==> config.mk <==
export PLATFORM = sky130hd
export DESIGN_NAME = dfw_formatter
export DESIGN_NICKNAME = d
export VERILOG_FILES = /design/src/rtl/dfw_pkg.sv /design/src/rtl/dfw_crc16.sv /design/src/rtl/dfw_marker.sv /design/src/rtl/dfw_ctrl.sv /design/src/rtl/dfw_formatter.sv
export SDC_FILE = /design/constraint.sdc
export NUM_CORES = 1
export LEC_CHECK = 0
export ABC_CLOCK_PERIOD_IN_PS = 7870
export BUFFER_PORTS_ARGS = -buffer_cell sky130_fd_sc_hd__buf_2
export CORE_MARGIN = 5
export CORE_UTILIZATION = 35
export CTS_CLUSTER_DIAMETER = 120
export CTS_CLUSTER_SIZE = 25
export DETAILED_ROUTE_END_ITERATION = 12
export MAX_ROUTING_LAYER = met4
export PLACE_DENSITY_LB_ADDON = 0.3
export SETUP_SLACK_MARGIN = 0.02
export SYNTH_ARGS = -nofsm -noshare
export SYNTH_HDL_FRONTEND = slang
export SYNTH_SLANG_ARGS = --single-unit
==> constraint.sdc <==
create_clock -name clk_i -period 7.87 [get_ports clk_i]
set_input_delay 1.1805 -clock clk_i [delete_from_list [all_inputs] [get_ports clk_i]]
set_output_delay 1.1805 -clock clk_i [all_outputs]
set_load 0.05 [all_outputs]
==> src/rtl/dfw_pkg.sv <==
`timescale 1ns/1ps
package dfw_pkg;
  localparam int unsigned WORD_W = 16;
  localparam logic [WORD_W-1:0] CRC_POLY = 16'h1021;
  localparam logic [WORD_W-1:0] CRC_INIT = 16'hFFFF;

  typedef enum logic [2:0] {
    ST_IDLE, ST_PRE, ST_MARK, ST_PAY, ST_CRC, ST_TAIL, ST_FRZ
  } fmt_state_e;

  typedef struct packed {
    logic drive_b;
    logic verify;
    logic lab_dat;
  } fmt_cfg_t;
endpackage

==> src/rtl/dfw_crc16.sv <==
`timescale 1ns/1ps
module dfw_crc16 #(
  parameter int unsigned W = 16,
  parameter logic [W-1:0] POLY = 16'h1021,
  parameter logic [W-1:0] INIT = 16'hFFFF
) (
  input  logic         clk_i,
  input  logic         rst_ni,
  input  logic         init_i,
  input  logic         en_i,
  input  logic [W-1:0] data_i,
  output logic [W-1:0] crc_o
);
  logic [W-1:0] crc_q, crc_d;
  logic         fb;

  // whole word folded MSB first in one cycle
  always_comb begin
    crc_d = crc_q;
    fb    = 1'b0;
    for (int i = W - 1; i >= 0; i--) begin
      fb    = crc_d[W-1] ^ data_i[i];
      crc_d = {crc_d[W-2:0], 1'b0} ^ (fb ? POLY : '0);
    end
  end

  always_ff @(posedge clk_i or negedge rst_ni) begin
    if (!rst_ni)     crc_q <= INIT;
    else if (init_i) crc_q <= INIT;
    else if (en_i)   crc_q <= crc_d;
  end

  assign crc_o = crc_q;
endmodule

==> src/rtl/dfw_marker.sv <==
`timescale 1ns/1ps
module dfw_marker #(
  parameter int unsigned W = 16,
  parameter logic [W-1:0] SYNC_WORD  = 16'hFFFF,
  parameter logic [W-1:0] AMARK_WORD = 16'h50A1,
  parameter logic [W-1:0] TAG_MASK   = 16'h0002
) (
  input  logic         drive_b_i,
  input  logic         lab_dat_i,
  output logic [W-1:0] mark_o
);
  assign mark_o = drive_b_i ? (AMARK_WORD | (lab_dat_i ? TAG_MASK : '0)) : SYNC_WORD;
endmodule

==> src/rtl/dfw_ctrl.sv <==
`timescale 1ns/1ps
module dfw_ctrl
  import dfw_pkg::*;
#(
  parameter int unsigned CNT_W      = 8,
  parameter int unsigned PRE_WORDS  = 6,
  parameter int unsigned TAIL_BASE  = 1,
  parameter int unsigned TAIL_EXTRA = 1
) (
  input  logic             clk_i,
  input  logic             rst_ni,
  input  logic             start_i,
  input  logic             drive_b_i,
  input  logic             verify_i,
  input  logic             lab_dat_i,
  input  logic [CNT_W-1:0] word_cnt_i,
  input  logic             pay_valid_i,
  output fmt_state_e       state_o,
  output fmt_cfg_t         cfg_o,
  output logic             accept_o,
  output logic             underrun_o
);
  localparam int unsigned PRE_W = $clog2(PRE_WORDS + 1);
  localparam int unsigned TL_W  = $clog2(TAIL_BASE + TAIL_EXTRA + 1);
  localparam int unsigned AW    = (CNT_W > PRE_W) ? CNT_W : PRE_W;
  localparam int unsigned CW    = (AW > TL_W) ? AW : TL_W;

  fmt_state_e       state_q, state_d;
  fmt_cfg_t         cfg_q, cfg_d;
  logic [CW-1:0]    cnt_q, cnt_d;
  logic [CNT_W-1:0] len_q, len_d;
  logic             under_q, under_d;
  logic             accept;

  assign accept = (state_q == ST_IDLE) && start_i;

  always_comb begin
    state_d = state_q;
    cfg_d   = cfg_q;
    cnt_d   = cnt_q;
    len_d   = len_q;
    under_d = under_q;
    unique case (state_q)
      ST_IDLE: if (start_i) begin
        cfg_d   = '{drive_b: drive_b_i, verify: verify_i, lab_dat: lab_dat_i};
        len_d   = word_cnt_i;
        cnt_d   = CW'(PRE_WORDS - 1);
        under_d = 1'b0;
        state_d = ST_PRE;
      end
      ST_PRE: begin
        if (cnt_q == '0) state_d = ST_MARK;
        else             cnt_d = cnt_q - CW'(1);
      end
      ST_MARK: begin
        if (len_q == '0) state_d = ST_CRC;
        else begin
          cnt_d   = CW'(len_q) - CW'(1);
          state_d = ST_PAY;
        end
      end
      ST_PAY: begin
        if (!pay_valid_i) begin
          under_d = 1'b1;
          state_d = ST_FRZ;
        end else if (cnt_q == '0) state_d = ST_CRC;
        else cnt_d = cnt_q - CW'(1);
      end
      ST_CRC: begin
        cnt_d   = (cfg_q.drive_b && !cfg_q.verify) ? CW'(TAIL_BASE + TAIL_EXTRA - 1)
                                                  : CW'(TAIL_BASE - 1);
        state_d = ST_TAIL;
      end
      ST_TAIL: begin
        if (cnt_q == '0) state_d = ST_FRZ;
        else             cnt_d = cnt_q - CW'(1);
      end
      ST_FRZ:  state_d = ST_IDLE;
      default: state_d = ST_IDLE;
    endcase
  end

  always_ff @(posedge clk_i or negedge rst_ni) begin
    if (!rst_ni) begin
      state_q <= ST_IDLE;
      cfg_q   <= '0;
      cnt_q   <= '0;
      len_q   <= '0;
      under_q <= 1'b0;
    end else begin
      state_q <= state_d;
      cfg_q   <= cfg_d;
      cnt_q   <= cnt_d;
      len_q   <= len_d;
      under_q <= under_d;
    end
  end

  assign state_o    = state_q;
  assign cfg_o      = cfg_q;
  assign accept_o   = accept;
  assign underrun_o = under_q;
endmodule

==> src/rtl/dfw_formatter.sv <==
`timescale 1ns/1ps
module dfw_formatter
  import dfw_pkg::*;
#(
  parameter int unsigned CNT_W        = 8,
  parameter int unsigned PRE_WORDS    = 6,
  parameter int unsigned TAIL_BASE    = 1,
  parameter int unsigned TAIL_EXTRA   = 1,
  parameter int unsigned TYPE_TAG_BIT = 7,
  parameter logic [15:0] SYNC_WORD    = 16'hFFFF,
  parameter logic [15:0] AMARK_WORD   = 16'h50A1,
  parameter logic [15:0] TAG_MASK     = 16'h0002
) (
  input  logic             clk_i,
  input  logic             rst_ni,
  input  logic             start_i,
  input  logic [7:0]       field_type_i,
  input  logic             drive_b_i,
  input  logic             verify_i,
  input  logic [CNT_W-1:0] word_cnt_i,
  input  logic [15:0]      pay_data_i,
  input  logic             pay_valid_i,
  output logic             pay_ready_o,
  output logic [15:0]      word_o,
  output logic             word_valid_o,
  output logic             wr_en_o,
  output logic             busy_o,
  output logic             done_o,
  output logic             underrun_o
);
  fmt_state_e        state;
  fmt_cfg_t          cfg;
  logic              accept;
  logic [WORD_W-1:0] mark_word, crc_word, out_word;
  logic              crc_en;

  dfw_ctrl #(
    .CNT_W(CNT_W), .PRE_WORDS(PRE_WORDS),
    .TAIL_BASE(TAIL_BASE), .TAIL_EXTRA(TAIL_EXTRA)
  ) u_ctrl (
    .clk_i(clk_i), .rst_ni(rst_ni), .start_i(start_i),
    .drive_b_i(drive_b_i), .verify_i(verify_i),
    .lab_dat_i(field_type_i[TYPE_TAG_BIT]), .word_cnt_i(word_cnt_i),
    .pay_valid_i(pay_valid_i), .state_o(state), .cfg_o(cfg),
    .accept_o(accept), .underrun_o(underrun_o)
  );

  dfw_marker #(
    .W(WORD_W), .SYNC_WORD(SYNC_WORD), .AMARK_WORD(AMARK_WORD), .TAG_MASK(TAG_MASK)
  ) u_marker (
    .drive_b_i(cfg.drive_b), .lab_dat_i(cfg.lab_dat), .mark_o(mark_word)
  );

  always_comb begin
    unique case (state)
      ST_MARK: out_word = mark_word;
      ST_PAY:  out_word = pay_data_i;
      ST_CRC:  out_word = crc_word;
      default: out_word = '0;
    endcase
  end

  assign crc_en = (state == ST_MARK) || ((state == ST_PAY) && pay_valid_i);

  dfw_crc16 #(.W(WORD_W), .POLY(CRC_POLY), .INIT(CRC_INIT)) u_crc (
    .clk_i(clk_i), .rst_ni(rst_ni), .init_i(accept), .en_i(crc_en),
    .data_i(out_word), .crc_o(crc_word)
  );

  assign word_o       = out_word;
  assign word_valid_o = (state == ST_PRE) || (state == ST_MARK) || (state == ST_CRC) ||
                        ((state == ST_PAY) && pay_valid_i);
  assign wr_en_o      = !cfg.verify && (state inside {ST_PRE, ST_MARK, ST_PAY, ST_CRC, ST_TAIL});
  assign pay_ready_o  = (state == ST_PAY);
  assign busy_o       = (state != ST_IDLE);
  assign done_o       = (state == ST_FRZ);
endmodule

### Word level (Yosys, flattened, before mapping)

Cells that the tools add are included.

| word-level totals | value |
|---|---|
| register bits | 39 |
| bits of input ports | 38 |

| operators by class | value |
|---|---|
| $add $sub $neg | 2 |
| eq/ne operators | 13 |
| mux-type cells | 37 |
| bitwise gates (word level) | 32 |
| reduce and logical (&&, ||, !) cells | 22 |

Operator list:

| kind | count |
|---|---|
| bitwise XOR 16 bit | 16 |
| two-way mux 13 bit | 16 |
| two-way mux 16 bit | 3 |
| case mux 16 bit (3 select lines) | 1 |
| case mux 8 bit (5 select lines) | 1 |
| two-way mux 8 bit | 4 |
| two-way mux 3 bit | 6 |
| case mux 3 bit (6 select lines) | 1 |
| zero test 8 bit | 2 |
| subtractor 8 x 1 -> 8 bit, second input constant | 2 |
| bitwise XOR 1 bit | 16 |
| nonzero test 5 bit | 2 |
| == test 3 bit, second input constant | 3 |
| != test 2 bit, second input constant | 4 |
| AND reduction 4 bit | 2 |
| == test 3 x 2 -> 1 bit, second input constant | 2 |
| logical AND 1 bit | 4 |
| logical OR 1 bit | 4 |
| != test 2 x 1 -> 1 bit, second input constant | 2 |
| nonzero test 2 bit | 2 |
| == test 3 x 1 -> 1 bit, second input constant | 1 |
| zero test 3 bit | 1 |
| two-way mux 1 bit | 3 |
| != test 3 x 2 -> 1 bit, second input constant | 1 |
| other kinds (7) | 7 |

### Logic depth before layout (Yosys ltp)

Gate-level depths: netlist (run 1).

| logic depth | value |
|---|---|
| depth after elaboration | 53 |
| depth in mapped cells | 11 |

### Modules after synthesis

Synthesis (run 1) repeated with hierarchy kept, for this count alone.

| unflattened totals | value |
|---|---|
| cell total of the unflattened synthesis | 321 |
| area total of the unflattened synthesis | 3,078.0 µm² |

By module, submodules not included:

| module | instances | cells each | area an instance (µm²) |
|---|---|---|---|
| dfw_ctrl | 1 | 126 | 1,290.0 |
| dfw_crc16 | 1 | 113 | 1,247.4 |
| dfw_formatter | 1 | 65 | 421.7 |
| dfw_marker | 1 | 17 | 118.9 |

### Worst setup path before layout (run 1)

OpenSTA, ideal clock, no wires.

| path | value |
|---|---|
| kind | register to output |
| from | register u_ctrl.state_q[1] (netlist: u_ctrl.state_o[1]) |
| to | output port word_valid_o |
| arrival time | 2.336 ns |
| path slack | 4.354 ns |
| cell stages (with the launch flop) | 7 |
| path buffers | 3 |
| path through | dfrtp_1 -> buf_2 -> buf_2 -> or3_1 -> clkbuf_1 -> nand2_1 -> a21oi_1 |

| between the ends | value |
|---|---|
| cells in the longest elaborated chain, start to end | 4 |
| elaborated cells between the ends (all ways) | 8 |
| those cells by class | eq/ne: 4; reduce/logical: 4 |

RTL lines:

| item | line | text |
|---|---|---|
| from (decl) | dfw_ctrl.sv:28 | `fmt_state_e state_q, state_d;` |
| from (signal assigned) | dfw_ctrl.sv:91 | `state_q <= state_d;` |
| == test 3 x 1 -> 1 bit or == test 3 x 2 -> 1 bit (tied branches) | dfw_formatter.sv:71 | `assign word_valid_o = (state == ST_PRE) \|\| (state == ST_MARK) \|\| (state == ST_CRC) \|\|` |
| logical OR 1 bit (2 in series) | dfw_formatter.sv:71 |  |
| logical OR 1 bit (*) | dfw_formatter.sv:71 |  |
| to (decl) | dfw_formatter.sv:25 | `output logic word_valid_o,` |

Mark *: on every way between the ends. The rest lies on a longest branch, timed or not.

### Worst setup path after layout (run 1)

| path | value |
|---|---|
| from | register u_ctrl.state_q[1] (netlist: u_ctrl.state_o[1]) |
| to | output port word_o[2] |

| between the ends | value |
|---|---|
| cells in the longest elaborated chain, start to end | 2 |
| elaborated cells between the ends (all ways) | 4 |
| those cells by class | eq/ne: 3; mux: 1 |

RTL lines:

| item | line | text |
|---|---|---|
| == test 3 bit or == test 3 x 2 -> 1 bit (tied branches) | dfw_formatter.sv:55 | `unique case (state)` |
| case mux 16 bit (3 select lines) (*) | dfw_formatter.sv:55 |  |
| to (decl) | dfw_formatter.sv:24 | `output logic [15:0] word_o,` |

Marks and branches as above.

==> key figures, run 1 <==
Global routing
  • Gr usage total: 16.2%
  • Largest net degree at the start of global routing: 40
  • Initial antenna violation count: 0
  • Overflow after GRT: 0
  • First-pass GRT wire length: 13100 um
  • Vias in the first global route: 2491

Clock tree
  • Clock slew at reported path FFs: 0.08 ns
  • Hold-fix buffers, CTS: 0
  • # Post-CTS Setup Buffers: 0
  • Post-CTS Resized: 0
  • Clock Sink Count: 39
  • # H-tree levels: 2
  • Worst-Skew Late Latency: 0.29 ns
  • Root Driver: clkbuf_8
  • Inserted Clock Buffers: 5
  • CTS tree: built
  • Max clock buf depth: 2

Setup path
  • Critical path, cell by cell: nand2b_1, nor2_1, a21oi_1, o21ai_0, buf_2
  • Buffers plus inverters on the worst setup path: 1
  • Nature of the critical path startpoint: flip-flop
  • Flop-to-flop setup slack: 4.18 ns
  • Critical Path Fanout Max: 26
  • WP data arrival: 2.74 ns
  • Worst r2r src: u_ctrl.state_o[1]
  • CP peak stage delay: 0.83 ns
  • CP endpoint kind: output port
  • Crit path required time: 6.69 ns
  • Setup CP Type: flip-flop to output port
  • Reg2reg end: u_crc.crc_o[12]
  • CP max stage cell: dfrtp_1
  • Worst R2R Path Depth: 8
  • CP top delay family: simple AND/OR/NAND/NOR gates

Detailed routing
  • Via-to-Cell Ratio: 5.48
  • Drt initial violations: 127
  • Via count: 2612
  • Detailed-route DRC error count: 0
  • First drt pass iteration count: 4
  • WL per Instance: 16.6 um
  • Final wirelength: 7940 um
  • Final antenna-violating net count: 0

STA
  • RSZ-0062 raised after global routing: false
  • Hold Fails Final Rpt: 0
  • Setup TNS: 0 ns
  • Part of the cycle the worst path needs: 49.8%
  • Worst slew margin: 34.2%
  • Fin crit period: 3.92 ns
  • F_max: 0.255 GHz
  • WHS: 0.517 ns
  • Worst Max-Slew Pin Slew: 0.983 ns
  • Final setup viols: 0
  • Max Slew Vio Count: 0
  • Setup Skew: 0.00762 ns

Place
  • PortBufs: 52
  • RePlAce Congestion: 0.803
  • Placed insts: 469
  • DP Wirelength: 5700 um

Floorplan
  • IO Pins: 60
  • # rows: 33
  • Floorplan core area: 8300 um2
  • Die height: 103 um
  • Total die area: 10500 um2
  • Initial Utilization: 36.2%
  • Die W: 103 um

Synth
  • Synthesized flop and latch total: 39
  • Register area share after synthesis: 33.2%
  • Count of different cell masters after synthesis: 55
  • Dominant synthesized flop cell: dfrtp_1
  • Post-Syn Area: 3000 um2
  • EDFF count, synth: 0
  • Syn Area/Cell: 9.10 um2
  • Syn nets: 369
  • Synth Instances: 330
  • Async set or reset register ratio after synthesis: 100%
  • Synth warn: 0

Layout
  • Commonest non-fill, non-tap cell in the layout: buf_2
  • Final core occ: 41.4%
  • Diode count: 0
  • Layout fillers: 857
  • Share of layout cells above drive strength 1: 27.7%
  • Cell Count, Final, Fillers Out: 477
  • Commonest cells after routing, fill and taps aside: 52 x buf_2, 40 x a21oi_1, 27 x nand2_1, 27 x o21ai_0, 25 x nor2_1
  • Area Growth Syn to Fin: 14.4%
  • Nets@finish: 410

Run
  • MaxCap Viol Count: 0

Run status
  • Status: finished, final reports clean

Worst hold path
  • Worst hold endpoint: u_ctrl.cnt_q[1]
  • Worst hold start: u_ctrl.cnt_q[1]
  • Worst hold path class: flip-flop to flip-flop
  • Worst Hold Depth: 2
cell families after synthesis:
family | share of synthesized area (%)
muxes | 6.75
xor gates and xnor gates | 16.1
AOI/OAI and AO/OA | 20.4
buffers and inverters | 4.25
DFF | 33.2
and+or+nand+nor | 18.9
adders and majority gates | 0.417
worst max path at each step:
stage / to / start / cells after the start
after floorplan: word_valid_o / u_ctrl.state_o[1] / 6
after global placement: u_crc.crc_o[12] / u_ctrl.state_o[1] / 8
final: word_o[2] / u_ctrl.state_o[1] / 5
after global routing: word_o[3] / u_ctrl.state_o[1] / 5
after CTS: word_o[2] / u_ctrl.state_o[1] / 5
after detailed placement: u_crc.crc_o[12] / u_ctrl.state_o[1] / 8
metal layers:
metal / track usage [%] / wire length (um) / up-vias
li1: - / - / 1267
met1: 23.2 / 3860 / 1269
met2: 24.7 / 3630 / 72
met3: 1.96 / 366 / 4
met4: 3.73 / 78 / 0
met5: - / 0 / -
registers in the layout (all words and copies together) (netlist names):
register	count
u_ctrl.len_q	8
u_ctrl.cnt_q	8
u_crc.crc_o	16
u_ctrl.cfg_o	3
u_ctrl.state_o	3
u_ctrl.underrun_o	1
worst reg2reg max path, cell delays in order, from the launching register on:
cell,delay [ns]
dfrtp_1,0.83
nor2b_2,0.77
o21a_1,0.22
o221a_2,0.22
xnor3_1,0.31
xor3_1,0.47
xor3_1,0.48
a31oi_1,0.18
o31a_1,0.15
synthesized netlist by cell type, drive strengths merged (6+ instances only):
library cell	number	area (um2)
a21oi	41	209
buf	9	52.6
clkbuf	14	52.6
dfrtp	23	576
dfstp	16	420
inv	6	22.5
mux2	10	113
mux2i	9	90.1
nand2	28	108
nand2b	7	43.8
nor2	25	93.8
nor2b	7	46.3
nor3	6	30.0
o21ai	30	150
xnor2	18	165
xor2	10	87.6
area by class of cell:
class / instances / area, um2 / area share (%)
inverter: 6 / 22.5 / 0.656
tap: 105 / 131 / 3.83
timing repair buffer: 57 / 298 / 8.67
sequential: 39 / 996 / 29.0
clock inverter: 3 / 38.8 / 1.13
multi-input combinational: 262 / 1880 / 54.7
clock buffer: 5 / 68.8 / 2.00
per-stage QoR:
| step | setup WS [ns] | cell area [um2] |
|---|---|---|
| 2_1_floorplan | 4.35 | 3000 |
| 3_3_place_gp | 4.26 | 3330 |
| 3_5_place_dp | 4.21 | 3330 |
| 4_1_cts | 3.97 | 3430 |
| 5_1_grt | 3.68 | 3430 |
| 6_report | 3.95 | 3430 |
Power of run 1 is left out: the tool's default activity adds up to more than one toggle a clock period on the data nets, which glitch-free logic cannot reach.
==> inputs of run 2 (changes only) <==
Settings changed: ABC_CLOCK_PERIOD_IN_PS 7870 to 3900.
Clock period 7.87 ns to 3.9 ns, I/O delays scaled along.
==> key figures, run 2 (synthesis results as in run 1) <==
Floorplan
  • Die height: 103 um (unchanged)
  • Total die area: 10500 um2 (unchanged)
  • Initial Utilization: 36.2% (unchanged)
  • # rows: 33 (unchanged)
  • Floorplan core area: 8300 um2 (unchanged)
  • Die W: 103 um (unchanged)
  • IO Pins: 60 (unchanged)

Clock tree
  • Clock slew at reported path FFs: 0.08 ns (about the same)
  • Clock Sink Count: 39 (unchanged)
  • Inserted Clock Buffers: 5 (unchanged)
  • # H-tree levels: 2 (unchanged)
  • Post-CTS Resized: 0 (unchanged)
  • Root Driver: clkbuf_8
  • CTS tree: built
  • Hold-fix buffers, CTS: 0 (unchanged)
  • # Post-CTS Setup Buffers: 0 (unchanged)
  • Max clock buf depth: 2 (unchanged)
  • Worst-Skew Late Latency: 0.29 ns (about the same)

Setup path
  • Nature of the critical path startpoint: flip-flop
  • Setup CP Type: flip-flop to flip-flop
  • CP max stage cell: dfrtp_1
  • CP endpoint kind: flip-flop
  • WP data arrival: 3.44 ns (+0.70 ns)
  • CP peak stage delay: 0.52 ns (-0.31 ns)
  • Flop-to-flop setup slack: 0.70 ns (-3.48 ns)
  • Reg2reg end: u_crc.crc_o[12]
  • CP top delay family: XOR/XNOR gates
  • Worst R2R Path Depth: 9 (+1)
  • Critical path, cell by cell: buf_4, nor2b_1, a31oi_1, nand2_2, xnor3_1, xor3_1, xor3_1, a31oi_1, o31a_1
  • Worst r2r src: u_ctrl.state_o[1]
  • Buffers plus inverters on the worst setup path: 1 (unchanged)
  • Critical Path Fanout Max: 15 (-42%)
  • Crit path required time: 4.14 ns (-2.55 ns)

Worst hold path
  • Worst hold path class: input pin to asynchronous set/reset pin

STA
  • Worst slew margin: 29.6% (-4.6 points)
  • Fin crit period: 3.20 ns
  • F_max: 0.312 GHz
  • Final setup viols: 0 (unchanged)
  • RSZ-0062 raised after global routing: false
  • Worst Max-Slew Pin Slew: 1.05 ns (+0.0693 ns)
  • Hold Fails Final Rpt: 0 (unchanged)
  • Setup TNS: 0 ns (unchanged)
  • Max Slew Vio Count: 0 (unchanged)
  • WHS: 0.435 ns (-0.0816 ns)
  • Setup Skew: 0.00506 ns (-0.00255 ns)
  • Part of the cycle the worst path needs: 82.1%

Detailed routing
  • Drt initial violations: 197 (+55%)
  • First drt pass iteration count: 5 (+1)
  • Via-to-Cell Ratio: 5.49 (+0.33%)
  • Final wirelength: 8000 um (+0.82%)
  • WL per Instance: 16.5 um (-1.0%)
  • Via count: 2670 (+2.2%)
  • Detailed-route DRC error count: 0 (unchanged)
  • Final antenna-violating net count: 0 (unchanged)

Run status
  • Status: finished, final reports clean

Place
  • Placed cell areas: 3390 um2 (+2.0%)
  • RePlAce Congestion: 0.836 (+4.1%)
  • DP Wirelength: 5980 um (+4.8%)
  • PortBufs: 52 (unchanged)

Layout
  • Commonest non-fill, non-tap cell in the layout: buf_2
  • Diode count: 0 (unchanged)
  • Nets@finish: 419 (+2.2%)
  • Fin area: 3480 um2 (+1.4%)
  • Largest register FFs: 16 (unchanged)
  • Area Growth Syn to Fin: 16.0%
  • Share of layout cells above drive strength 1: 29.7% (+2.0 points)
  • Commonest cells after routing, fill and taps aside: 52 x buf_2, 40 x a21oi_1, 27 x nand2_1, 27 x o21ai_0, 25 x nor2_1

Run
  • MaxCap Viol Count: 0 (unchanged)

Global routing
  • Largest net degree at the start of global routing: 40 (unchanged)
  • Gr usage total: 16.4% (+0.14 points)
  • Overflow after GRT: 0 (unchanged)
  • First-pass GRT wire length: 13300 um (+1.8%)
  • Initial antenna violation count: 0 (unchanged)
  • Vias in the first global route: 2652 (+6.5%)
## run 2: cell types whose count changed in the layout (fill, tap and decap cells not counted), sizes merged
cell,change
bufinv,-1
buf,+9
clkinvlp,+2
clkinv,-1
## run 2: worst max-delay path by stage
stage,start,endpoint,cells after the start
floorplan,u_ctrl.state_o[2],u_crc.crc_o[7],9
global placement,u_ctrl.state_o[1],u_crc.crc_o[12],9
detailed placement,u_ctrl.state_o[1],u_crc.crc_o[12],9
CTS,u_ctrl.state_o[1],u_crc.crc_o[12],9
global route,u_ctrl.state_o[0],u_crc.crc_o[13],9
finish,u_ctrl.state_o[1],u_crc.crc_o[12],9
## run 2: worst reg2reg max path, stage by stage (launching register included)
cell and delay [ns]:
dfrtp_1 0.52, buf_4 0.25, nor2b_1 0.42, a31oi_1 0.17, nand2_2 0.12, xnor3_1 0.38
xor3_1 0.48, xor3_1 0.48, a31oi_1 0.18, o31a_1 0.15
## run 2: area by class of cell
cell class              instances  area (um2)
multi-input cells             262        1880
flip-flops and latches         39         996
clock inverters                 3        20.0
inverters                       6        22.5
repair buffers                 66         365
clock buffers                   5        68.8
fillers                       855        4820
well taps                     105         131
## run 2: metal layers
metal / track usage, % / vias up / part of all wire [%]
met5: - / - / 0
met4: 3.43 / 0 / 0.71
met3: 1.89 / 6 / 4.6
met2: 25.1 / 63 / 44
met1: 23.4 / 1319 / 50
li1: - / 1282 / -
## run 2: metrics by stage
step | util (%) | setup WS, ns | instances
after detailed placement | 40.9 | 0.750 | 478
after CTS | 42.0 | 0.726 | 486
after global placement | 40.9 | 0.773 | 478
final | 42.0 | 0.697 | 486
after floorplan | - | 0.488 | 330
after global routing | 42.0 | 0.473 | 486
Power of run 2 is left out for the same reason.
==> inputs of run 3 (changes only) <==
Settings changed: ABC_CLOCK_PERIOD_IN_PS 3900 to 3120.
Clock period 3.9 ns to 3.12 ns, I/O delays scaled along.
==> key figures, run 3 (synthesis results as in run 1) <==
Run status
  • Status: finished, final reports clean

Detailed routing
  • Detailed-route DRC error count: 0 (unchanged)
  • Via-to-Cell Ratio: 5.34 (-2.8%)
  • First drt pass iteration count: 4 (-1)
  • Final wirelength: 8100 um (+1.2%)
  • WL per Instance: 16.5 um (about the same)
  • Via count: 2626 (-1.6%)
  • Drt initial violations: 137 (-30%)
  • Final antenna-violating net count: 0 (unchanged)

Floorplan
  • # rows: 33 (unchanged)
  • Total die area: 10500 um2 (unchanged)
  • IO Pins: 60 (unchanged)
  • Die W: 103 um (unchanged)
  • Floorplan core area: 8300 um2 (unchanged)
  • Initial Utilization: 36.2% (unchanged)
  • Die height: 103 um (unchanged)

Clock tree
  • CTS tree: built
  • Root Driver: clkbuf_8
  • Inserted Clock Buffers: 5 (unchanged)
  • Clock Sink Count: 39 (unchanged)
  • Max clock buf depth: 2 (unchanged)
  • # H-tree levels: 2 (unchanged)
  • Worst-Skew Late Latency: 0.29 ns (about the same)
  • Clock slew at reported path FFs: 0.08 ns (about the same)

STA
  • F_max: 0.348 GHz (+11%)
  • Hold Fails Final Rpt: 0 (unchanged)
  • Fin crit period: 2.87 ns (-0.330 ns)
  • Worst Max-Slew Pin Slew: 0.905 ns (-0.147 ns)
  • Setup TNS: 0 ns (unchanged)
  • Part of the cycle the worst path needs: 92.1% (+10 points)
  • RSZ-0062 raised after global routing: false
  • Worst slew margin: 39.7% (+10 points)
  • Setup Skew: 0.00541 ns (+0.000349 ns)
  • Max Slew Vio Count: 0 (unchanged)
  • Final setup viols: 0 (unchanged)

Global routing
  • Vias in the first global route: 2451 (-7.6%)
  • Gr usage total: 16.0% (-0.34 points)
  • Overflow after GRT: 0 (unchanged)
  • Initial antenna violation count: 0 (unchanged)
  • Largest net degree at the start of global routing: 40 (unchanged)
  • First-pass GRT wire length: 12800 um (-3.9%)

Setup path
  • CP endpoint kind: flip-flop
  • Buffers plus inverters on the worst setup path: 0 (-1)
  • Nature of the critical path startpoint: flip-flop
  • Critical Path Fanout Max: 11 (-4)
  • CP max stage cell: dfrtp_1
  • CP top delay family: XOR/XNOR gates
  • CP peak stage delay: 0.53 ns (about the same)
  • WP data arrival: 3.11 ns (-0.33 ns)
  • Setup CP Type: flip-flop to flip-flop
  • Flop-to-flop setup slack: 0.25 ns (-0.45 ns)
  • Critical path, cell by cell: nor4b_2, a31oi_1, nand2_2, xnor3_1, xor3_1, xor3_1, a31oi_1, o31a_1
  • Crit path required time: 3.35 ns (-0.79 ns)

Layout
  • Largest register FFs: 16 (unchanged)
  • Share of layout cells above drive strength 1: 31.0% (+1.3 points)
  • Register area: 997 um2 (+0.13%)
  • Commonest cells after routing, fill and taps aside: 52 x buf_2, 40 x a21oi_1, 27 x nand2_1, 25 x nor2_1
  • Area Growth Syn to Fin: 17.9%
  • Nets@finish: 425 (+1.4%)
  • Diode count: 0 (unchanged)
  • Multi-input logic area: 1890 um2 (+0.47%)
  • Layout fillers: 845 (-1.2%)
  • Commonest non-fill, non-tap cell in the layout: buf_2

Place
  • RePlAce Congestion: 0.905 (+8.2%)
  • PortBufs: 52 (unchanged)
  • DP Wirelength: 6000 um (+0.37%)

Run
  • MaxCap Viol Count: 0 (unchanged)

Worst hold path
  • Worst hold path class: input pin to asynchronous set/reset pin
run 3: changes by cell type in the layout (fill, tap and decap cells not counted), sizes merged:
cell      change
buf           +6
clkbuf        +2
clkinvlp      -2
run 3: worst register-to-register path, delay by kind of cell, from the launching register on:
| kind | cells | cell delay, ns |
|---|---|---|
| AOI/OAI and AO/OA | 3 | 0.44 |
| xor gates and xnor gates | 3 | 1.35 |
| DFF | 1 | 0.53 |
| and+or+nand+nor | 2 | 0.50 |
run 3: layer usage:
metal,track usage (%),wire [um]
met3,2.23,286
met2,24.8,3840
met5,-,0
met1,22.2,3890
met4,3.94,81
run 3: metrics by stage:
stage                     cells  setup WS, ns  hold WS [ns]  area [um2]  utilization (%)
after floorplan             330        0.0820         0.172        3010                -
after global placement      484         0.248         0.473        3440             41.5
after detailed placement    484         0.205         0.493        3440             41.5
after CTS                   492         0.179         0.332        3530             42.6
after global routing        492        0.0960         0.350        3540             42.7
final                       492         0.247         0.298        3540             42.7
run 3: what timing repair did:
| action | in CTS | in global routing |
|---|---|---|
| setup endpoints to repair | 0 | 1 |
| hold buffers | 0 | 0 |
| buffers inserted | 0 | 0 |
| resized for setup | 0 | 2 |
run 3: area by class of cell:
type,instances,area share (%)
multi-input combinational,262,53.3
sequential,39,28.2
timing repair buffer,72,11.6
tap,105,3.71
clock buffer,7,2.44
inverter,6,0.636
clock inverter,1,0.141
run 3: worst paths after layout:
| check | depth (start not counted) | startpoint | end |
|---|---|---|---|
| worst max-delay path | 8 | u_ctrl.cfg_o[2] | u_crc.crc_o[12] |
| worst min-delay path | 1 | rst_ni | u_ctrl.len_q[4] |
| worst max register to register | 8 | u_ctrl.cfg_o[2] | u_crc.crc_o[12] |
| worst min register to register | 2 | u_ctrl.underrun_o | u_ctrl.underrun_o |
| max in group asynchronous | 1 | rst_ni | u_ctrl.state_o[2] |
| min in group clk_i | 3 | drive_b_i | u_ctrl.cfg_o[2] |
Power of run 3 is left out for the same reason.
